## config.mk

```make
export PLATFORM = sky130hd
export DESIGN_NAME = prio_intc
export DESIGN_NICKNAME = d
export VERILOG_FILES = /design/src/rtl/prio_intc.sv
export SDC_FILE = /design/constraint.sdc
export NUM_CORES = 2
export LEC_CHECK = 0
export BUFFER_PORTS_ARGS = -buffer_cell sky130_fd_sc_hd__buf_2
export CELL_PAD_IN_SITES_DETAIL_PLACEMENT = 1
export CELL_PAD_IN_SITES_GLOBAL_PLACEMENT = 1
export CORE_UTILIZATION = 25
export CTS_CLUSTER_SIZE = 25
export DETAILED_ROUTE_END_ITERATION = 8
export GPL_TIMING_DRIVEN = 1
export PLACE_DENSITY = 0.5
export SLEW_MARGIN = 20
export SYNTH_ARGS = -nofsm -noshare
export SYNTH_HDL_FRONTEND = slang
export SYNTH_SLANG_ARGS = --single-unit
```

## constraint.sdc

```tcl
create_clock -name clk -period 65.7 [get_ports clk]
set_clock_uncertainty 0.2 [all_clocks]
set_input_delay 9.855 -clock clk [delete_from_list [all_inputs] [get_ports clk]]
set_output_delay 9.855 -clock clk [all_outputs]
set_load 0.005 [all_outputs]
```

## src/rtl/prio_intc.sv

```systemverilog
module prio_intc #(
  parameter int NLINES = 32,
  parameter int PRIO_W = 5
) (
  input  logic              clk,
  input  logic              rst_n,
  input  logic              bus_en,
  input  logic              bus_wr,
  input  logic [7:0]        bus_addr,
  input  logic [31:0]       bus_wdata,
  output logic [31:0]       bus_rdata,
  input  logic [NLINES-1:0] lines_in,
  output logic              irq_o,
  output logic              fiq_o
);
  localparam int LW       = $clog2(NLINES);
  localparam int W_PEND   = 0;
  localparam int W_MASK   = 1;
  localparam int W_CODE0  = 4;
  localparam int W_CODE1  = 5;
  localparam int W_CTRL   = 6;
  localparam int W_CFG    = 7;
  localparam int W_SWTRIG = W_CFG + NLINES;

  logic [NLINES-1:0] pend, mask, lvl, fiqsel, in_q;
  logic [PRIO_W-1:0] prio [NLINES];
  logic [LW-1:0]     code_q [2];
  logic [1:0]        out_q;

  wire [5:0] widx = bus_addr[7:2];
  wire rd_s = bus_en & ~bus_wr;
  wire wr_s = bus_en & bus_wr;
  wire cfg_hit = (int'(widx) >= W_CFG) && (int'(widx) < W_SWTRIG);
  wire [5:0] cfg_off = widx - 6'(W_CFG);
  wire [LW-1:0] cfg_line = cfg_off[LW-1:0];

  generate
    for (genvar c = 0; c < 2; c++) begin : g_cls
      logic [NLINES-1:0] cand;
      logic [PRIO_W:0]   best;
      logic              found;
      logic [LW-1:0]     win;
      logic              armed;
      wire rearm = wr_s && (int'(widx) == W_CTRL) && bus_wdata[c];

      assign cand = pend & ~mask & ((c == 1) ? fiqsel : ~fiqsel);

      always_comb begin
        best  = {1'b1, {PRIO_W{1'b0}}};
        found = 1'b0;
        win   = '0;
        for (int i = 0; i < NLINES; i++) begin
          if (cand[i] && ({1'b0, prio[i]} <= best)) begin
            best  = {1'b0, prio[i]};
            win   = LW'(i);
            found = 1'b1;
          end
        end
      end

      always_ff @(posedge clk) begin
        if (!rst_n) begin
          armed     <= 1'b1;
          out_q[c]  <= 1'b0;
          code_q[c] <= '0;
        end else if ((armed || rearm) && found) begin
          armed     <= 1'b0;
          out_q[c]  <= 1'b1;
          code_q[c] <= win;
        end else if (rearm) begin
          armed     <= 1'b1;
          out_q[c]  <= 1'b0;
        end
      end
    end
  endgenerate

  assign irq_o = out_q[0];
  assign fiq_o = out_q[1];

  logic [NLINES-1:0] sw_pick, sw_set, ack_clr, wr_clr, clr_v, set_v;

  always_comb begin
    sw_pick = '0;
    for (int i = NLINES - 1; i >= 0; i--) begin
      if (bus_wdata[i]) begin
        sw_pick    = '0;
        sw_pick[i] = 1'b1;
      end
    end
  end

  assign sw_set = (wr_s && int'(widx) == W_SWTRIG) ? (sw_pick & (lvl | ~lines_in)) : '0;
  assign wr_clr = (wr_s && int'(widx) == W_PEND) ?
                  ~(bus_wdata[NLINES-1:0] | (lines_in & lvl)) : '0;

  always_comb begin
    ack_clr = '0;
    if (rd_s && int'(widx) == W_CODE0) ack_clr[code_q[0]] = ~lvl[code_q[0]];
    if (rd_s && int'(widx) == W_CODE1) ack_clr[code_q[1]] = ~lvl[code_q[1]];
  end

  assign clr_v = (lvl & in_q & ~lines_in) | wr_clr | ack_clr;
  assign set_v = (~lvl & lines_in & ~in_q) | (lvl & lines_in) | sw_set;

  always_ff @(posedge clk) begin
    if (!rst_n) begin
      pend   <= '0;
      mask   <= '1;
      lvl    <= '0;
      fiqsel <= '0;
      in_q   <= '0;
      for (int i = 0; i < NLINES; i++) prio[i] <= '0;
    end else begin
      in_q <= lines_in;
      pend <= (pend & ~clr_v) | set_v;
      if (wr_s && int'(widx) == W_MASK) mask <= bus_wdata[NLINES-1:0];
      if (wr_s && cfg_hit) begin
        prio[cfg_line]   <= bus_wdata[2 +: PRIO_W];
        lvl[cfg_line]    <= bus_wdata[1];
        fiqsel[cfg_line] <= bus_wdata[0];
      end
    end
  end

  always_comb begin
    bus_rdata = '0;
    if (rd_s) begin
      case (int'(widx))
        W_PEND:  bus_rdata = 32'(pend);
        W_MASK:  bus_rdata = 32'(mask);
        W_CODE0: bus_rdata = 32'(code_q[0]);
        W_CODE1: bus_rdata = 32'(code_q[1]);
        default: if (cfg_hit)
                   bus_rdata = 32'({prio[cfg_line], lvl[cfg_line], fiqsel[cfg_line]});
      endcase
    end
  end
endmodule


```

* Word level (Yosys, flattened, before mapping)
Memories as Yosys holds them, arrays and structs flattened. Cells that the tools add are included. W data, S select, Z words.
Storage, ports and cells: bits in writable memories 170, ROM bits 0, word-level logic and storage cells 476, memories 2, bits in latches 0, bits of input ports 76, output and inout port bits 34, bits in registers 164
Memory list:
- prio | depth 32, bits a word 5, read ports 33, clocked after Yosys merged registers in 0, write ports 32, line 26 | logic [PRIO_W-1:0] prio [NLINES];
- code_q | depth 2, bits a word 5, read ports 2, clocked after Yosys merged registers in 0, write ports 2, line 27 | logic [LW-1:0] code_q [2];
Operators by class: bitwise operators 32, multiply operators 0, equal/unequal tests 8, multiplexer cells 267, divide/modulo/power cells 0, reductions and logical operators 86, shift-type cells 0, $lt $le $gt $ge 71, $add $sub $neg 1
Operators with widths (count):
- $mux W32 | 37
- $le A5 B6 Y1 | 62
- $mux W6 | 62
- $and A32 B32 Y32 | 11
- $mux W5 | 64
- $not A32 Y32 | 7
- $or A32 B32 Y32 | 7
- $pmux W32 S4 | 1
- $bwmux W32 | 3
- $mux W1 | 92
- $logic_and A1 B1 Y1 | 79
- $bmux W1 S5 | 4
- $eq A6 B4 Y1 const B | 3
- $lt A5 B6 Y1 const B | 3
- $demux W1 S5 | 3
- $ge A5 B1 Y1 const B | 3
- $eq A6 B3 Y1 const B | 2
- $logic_not A6 Y1 | 2
- $mux W7 | 1
- $eq A6 B1 Y1 const B | 1
- $eq A6 B2 Y1 const B | 1
- $eq A6 B6 Y1 const B | 1
- $ge A6 B3 Y1 const B | 1
- $le A5 B6 Y1 const B | 1
- 8 further kinds | 14

* Logic depth before layout (Yosys ltp)
word-level depth 103, gate-level depth with buffers 279, gate-level depth less buffers 273

* Least setup slack after synthesis
Ideal clock, no wire load.
path type reg2reg, from reg fiqsel[0], to mem code_q[1][0] in the netlist's numbering, data pin, stages on the path, launching flop included 255, path buffers 6, period minus slack after synthesis 50.120 ns, slack 15.580 ns, arrival 49.740 ns, required time 65.320 ns, library setup time 0.180 ns, cell sequence dfxtp_1 > and3b_1 > clkbuf_1 > nand2_1 > ha_1 > a21o_1 > a21oi_1 > a32o_1 > o21a_1 > mux2_2 > ha_1 > a21oi_1 > maj3_1 > nand3_1 > o21ai_0 > a21oi_1 > mux2i_1 > inv_1 > (+219 left out) > o21a_1 > o21a_1 > o21ai_0 > nand2b_1 > a31oi_1 > clkbuf_1 > a211oi_1 > a21oi_1 > ha_1 > nor2b_1 > o21a_1 > o21ai_0 > nand2b_1 > a21oi_1 > a31oi_1 > a21oi_1 > inv_1 > a221oi_1
RTL lines:
- start, declared | line 25 | logic [NLINES-1:0] pend, mask, lvl, fiqsel, in_q;
- start signal, assigned by index | line 121 | fiqsel[cfg_line] <= bus_wdata[0];
- end, declared | line 27

==> key figures <==
Status
  – Status: completed

Drt
  – Via density: 5.42
  – Routed wire per std cell: ~25 µm
  – DRT Pass-1 Iters: 5
  – Total wire length: 148,000 µm
  – DRC: 0
  – DRT antenna net count: 0
  – DR iter-0 viols: between 2,000 and 2,500
  – Via count: roughly 31,000

STA
  – RSZ-0062 raised after global routing: false
  – Slew @ Worst Pin: 1.10 ns
  – Fin. max-slew vios: 0
  – Sum Neg Setup Slack: 0 ns
  – Fin. Hold Viols: 0
  – Final worst slack: 5.45 ns
  – Minimum clock period: between 60 and 70 ns
  – Max Clock Freq: about 17 MHz
  – Setup violations, final: 0
  – Min Hold Slack: 0.293 ns
  – Final worst-path cycle share: 91.7%
  – Max-Slew Margin vs Limit: between 20% and 30%

Global routing
  – Vias in the first global route: approximately 32,000
  – Met2 Usage GRT: a little over a third
  – M1 GR Usage: a little under a third
  – Largest net degree at the start of global routing: between 40 and 50
  – Global-route wire length before repair: about 220,000 µm
  – Grt total ovfl: 0
  – Initial antenna violation count: 8
  – Most crowded layer after global routing: met2
  – Total GRT Usage: between 20% and 30%
  – GRT met3 Usage: under 10%

Floorplanning
  – Die width: about 360 µm
  – IO Pins: 110
  – Die H: between 300 and 400 µm
  – Core area: between 0.1 and 0.15 mm²
  – Starting Density: approximately a quarter
  – Die ar.: ~0.13 mm²
  – Site Rows: around 130

Worst setup path
  – CP max stage delay: approximately 0.76 ns
  – CP Capture Type: flop
  – Startpoint types: flop
  – Slowest CP cell: a221oi_1
  – Kind of critical path: flop to flop
  – Worst-path fanout max: 19
  – Top delay family on crit path: compound AO/OA/AOI/OAI gates
  – Worst EP required: 65.89 ns
  – Most frequent CP cell: a21oi_1
  – Critical path buffers and inverters: 19
  – CP arrival: 60.44 ns

Layout
  – Multi-input gate area: ~0.022 mm²
  – Design area: approximately 0.036 mm²
  – Sequential cell area: about 0.0084 mm²
  – Final Util: between 20% and 30%
  – Area Overhead vs Synth: 11.6%
  – Fillers: between 15,000 and 20,000
  – Post-Layout Cell Count: between 5,000 and 6,000
  – Antenna Cells: 0
  – Final net count: between 4,000 and 5,000
  – Most common cell after layout, fill and taps aside: nand2_1
  – Layout cells sized above 1: between 10% and 20%
  – Most frequent cells in the layout: nand2_1, nor2_1, inv_1, a21oi_1, ha_1

Synthesis
  – Synthesized instance count: ~4,000
  – Seq/Total Area, Yosys: 25.7%
  – Post-Syn Nets: 4,331
  – Mean Syn Cell Area: between 8 and 9 µm²
  – Syn. warnings: 0
  – Ys async rst share: 0%
  – Synth Cell Area: 0.0326 mm²
  – Top_reg_cell synth: edfxtp_1
  – #FFs+latches synth: approximately 330
  – EDFF count, synth: 170
  – Netlist cell types: 116

Clock tree
  – Clk slew on worst S/H paths: 0.06 ns
  – H-tree levels: 2
  – CTS tree: built
  – # hold bufs at CTS: 0
  – Source-to-sink clock delay at the later pin of the worst-skew pair: just under 0.6 ns
  – CTS sink count: roughly 330
  – Clock buffer depth: 3
  – CTS root buf: clkbuf_16
  – CTS resizes: 0
  – Total CTS buffers: between 40 and 50
  – Setup bufs post-CTS: 0

Flow run
  – Max Cap Viol: 0

Placed design
  – Cells after DPL: about 5,700
  – Area after DPL: roughly 0.035 mm²
  – Post-place setup slack: 4.89 ns
  – Final GP Congestion: a little under 0.9
  – Hpwl dp: between 100,000 and 150,000 µm
  – IO Port Bufs: approximately 110

Pwr
  – VDD IR max: ~14 µV
  – P_leak: about 14 nW
  – Power Density: approximately 16 mW/mm²
  – Tot Pwr: approximately 0.57 mW

Worst hold path
  – Worst hold path type: flop to flop
-- registers in the layout, summed over array words and instances, names as in the netlist --
register     count
g_cls.armed      2
fiqsel          32
in_q            32
mask            32
lvl             32
pend            32
fiq_o            1
irq_o            1
code_q          10
prio           160
-- synth_stat cells, drive strengths merged, types with 14 or more instances --
cell | count | area (µm²)
nand2 | 417 | 1570
nor2 | 330 | 1240
inv | 318 | 1190
a21oi | 297 | 1490
ha | 262 | 3280
o21ai | 220 | 1120
and2 | 184 | 1150
edfxtp | 170 | 5100
dfxtp | 164 | 3280
clkbuf | 135 | 507
nand3 | 124 | 621
mux2 | 111 | 1310
nor3 | 104 | 526
mux2i | 92 | 933
a31oi | 78 | 494
mux4 | 74 | 1670
o21a | 54 | 405
a21o | 49 | 368
nand3b | 49 | 368
a22o | 46 | 403
nor2b | 44 | 275
a211oi | 39 | 313
a22oi | 39 | 303
nand2b | 38 | 238
and3 | 37 | 231
o22ai | 36 | 245
nor3b | 34 | 272
nand4 | 31 | 194
o211ai | 29 | 231
buf | 22 | 93.8
or3 | 22 | 138
nor4 | 21 | 144
or3b | 19 | 166
a31o | 18 | 158
a32oi | 16 | 140
a21boi | 15 | 113
o31ai | 15 | 118
and3b | 14 | 123
maj3 | 14 | 140
or2 | 14 | 87.6
-- cell type report --
class / count / share of cell area (%)
Tap cell: 1742 / 5.99
Sequential cell: 334 / 23.0
Multi-Input combinational cell: 3182 / 61.7
Timing Repair Buffer: 146 / 2.29
Clock inverter: 18 / 0.471
Clock buffer: 59 / 3.17
Inverter: 320 / 3.30
-- metal layers --
metal,up-vias,wire (µm)
met5,-,22
met2,654,66300
met3,149,5370
met4,4,3880
li1,14864,-
met1,15768,72300
-- logic make-up (layout without fill, tap and decap cells) --
group           Yosys count  after routing  share of synthesized area (%)
fa+ha+maj               276            276                           10.5
simple gates           1514           1514                           23.4
compound gates         1095           1095                           22.3
buf+inv                 477            543                           5.52
mux                     277            277                           12.0
flops                   334            334                           25.7
xor+xnor                 20             20                          0.537
-- worst reg2reg max path: cells and delay by family, from the launching register on --
kind	cells	cell delay [ns]
AOI/OAI and AO/OA	119	27.17
adders and majority gates	38	11.42
and+or+nand+nor	55	10.39
muxes	25	8.83
buffers and inverters	19	1.55
DFF	1	0.51
-- power by group --
| group | internal [mW] | total, mW | switching (mW) |
|---|---|---|---|
| sequential | 0.228 | 0.245 | 0.0171 |
| combinational | 0.0325 | 0.0897 | 0.0572 |
| clock | 0.135 | 0.232 | 0.0970 |
| total | 0.395 | 0.566 | 0.171 |
-- path summary, 6_finish.rpt --
check | from | endpoint | slack (ns) | depth (start not counted)
setup / recovery | pend[0]$_SDFF_PN0_ | code_q[1][0]$_SDFFCE_PN0P_ | 5.45 | 256
hold / removal | mask[11]$_SDFFE_PN1P_ | mask[11]$_SDFFE_PN1P_ | 0.29 | 2
setup reg to reg | pend[0]$_SDFF_PN0_ | code_q[1][0]$_SDFFCE_PN0P_ | 5.45 | 256
hold reg to reg | mask[11]$_SDFFE_PN1P_ | mask[11]$_SDFFE_PN1P_ | 0.29 | 2
No activity file was read; power rests on OpenSTA's default activity.
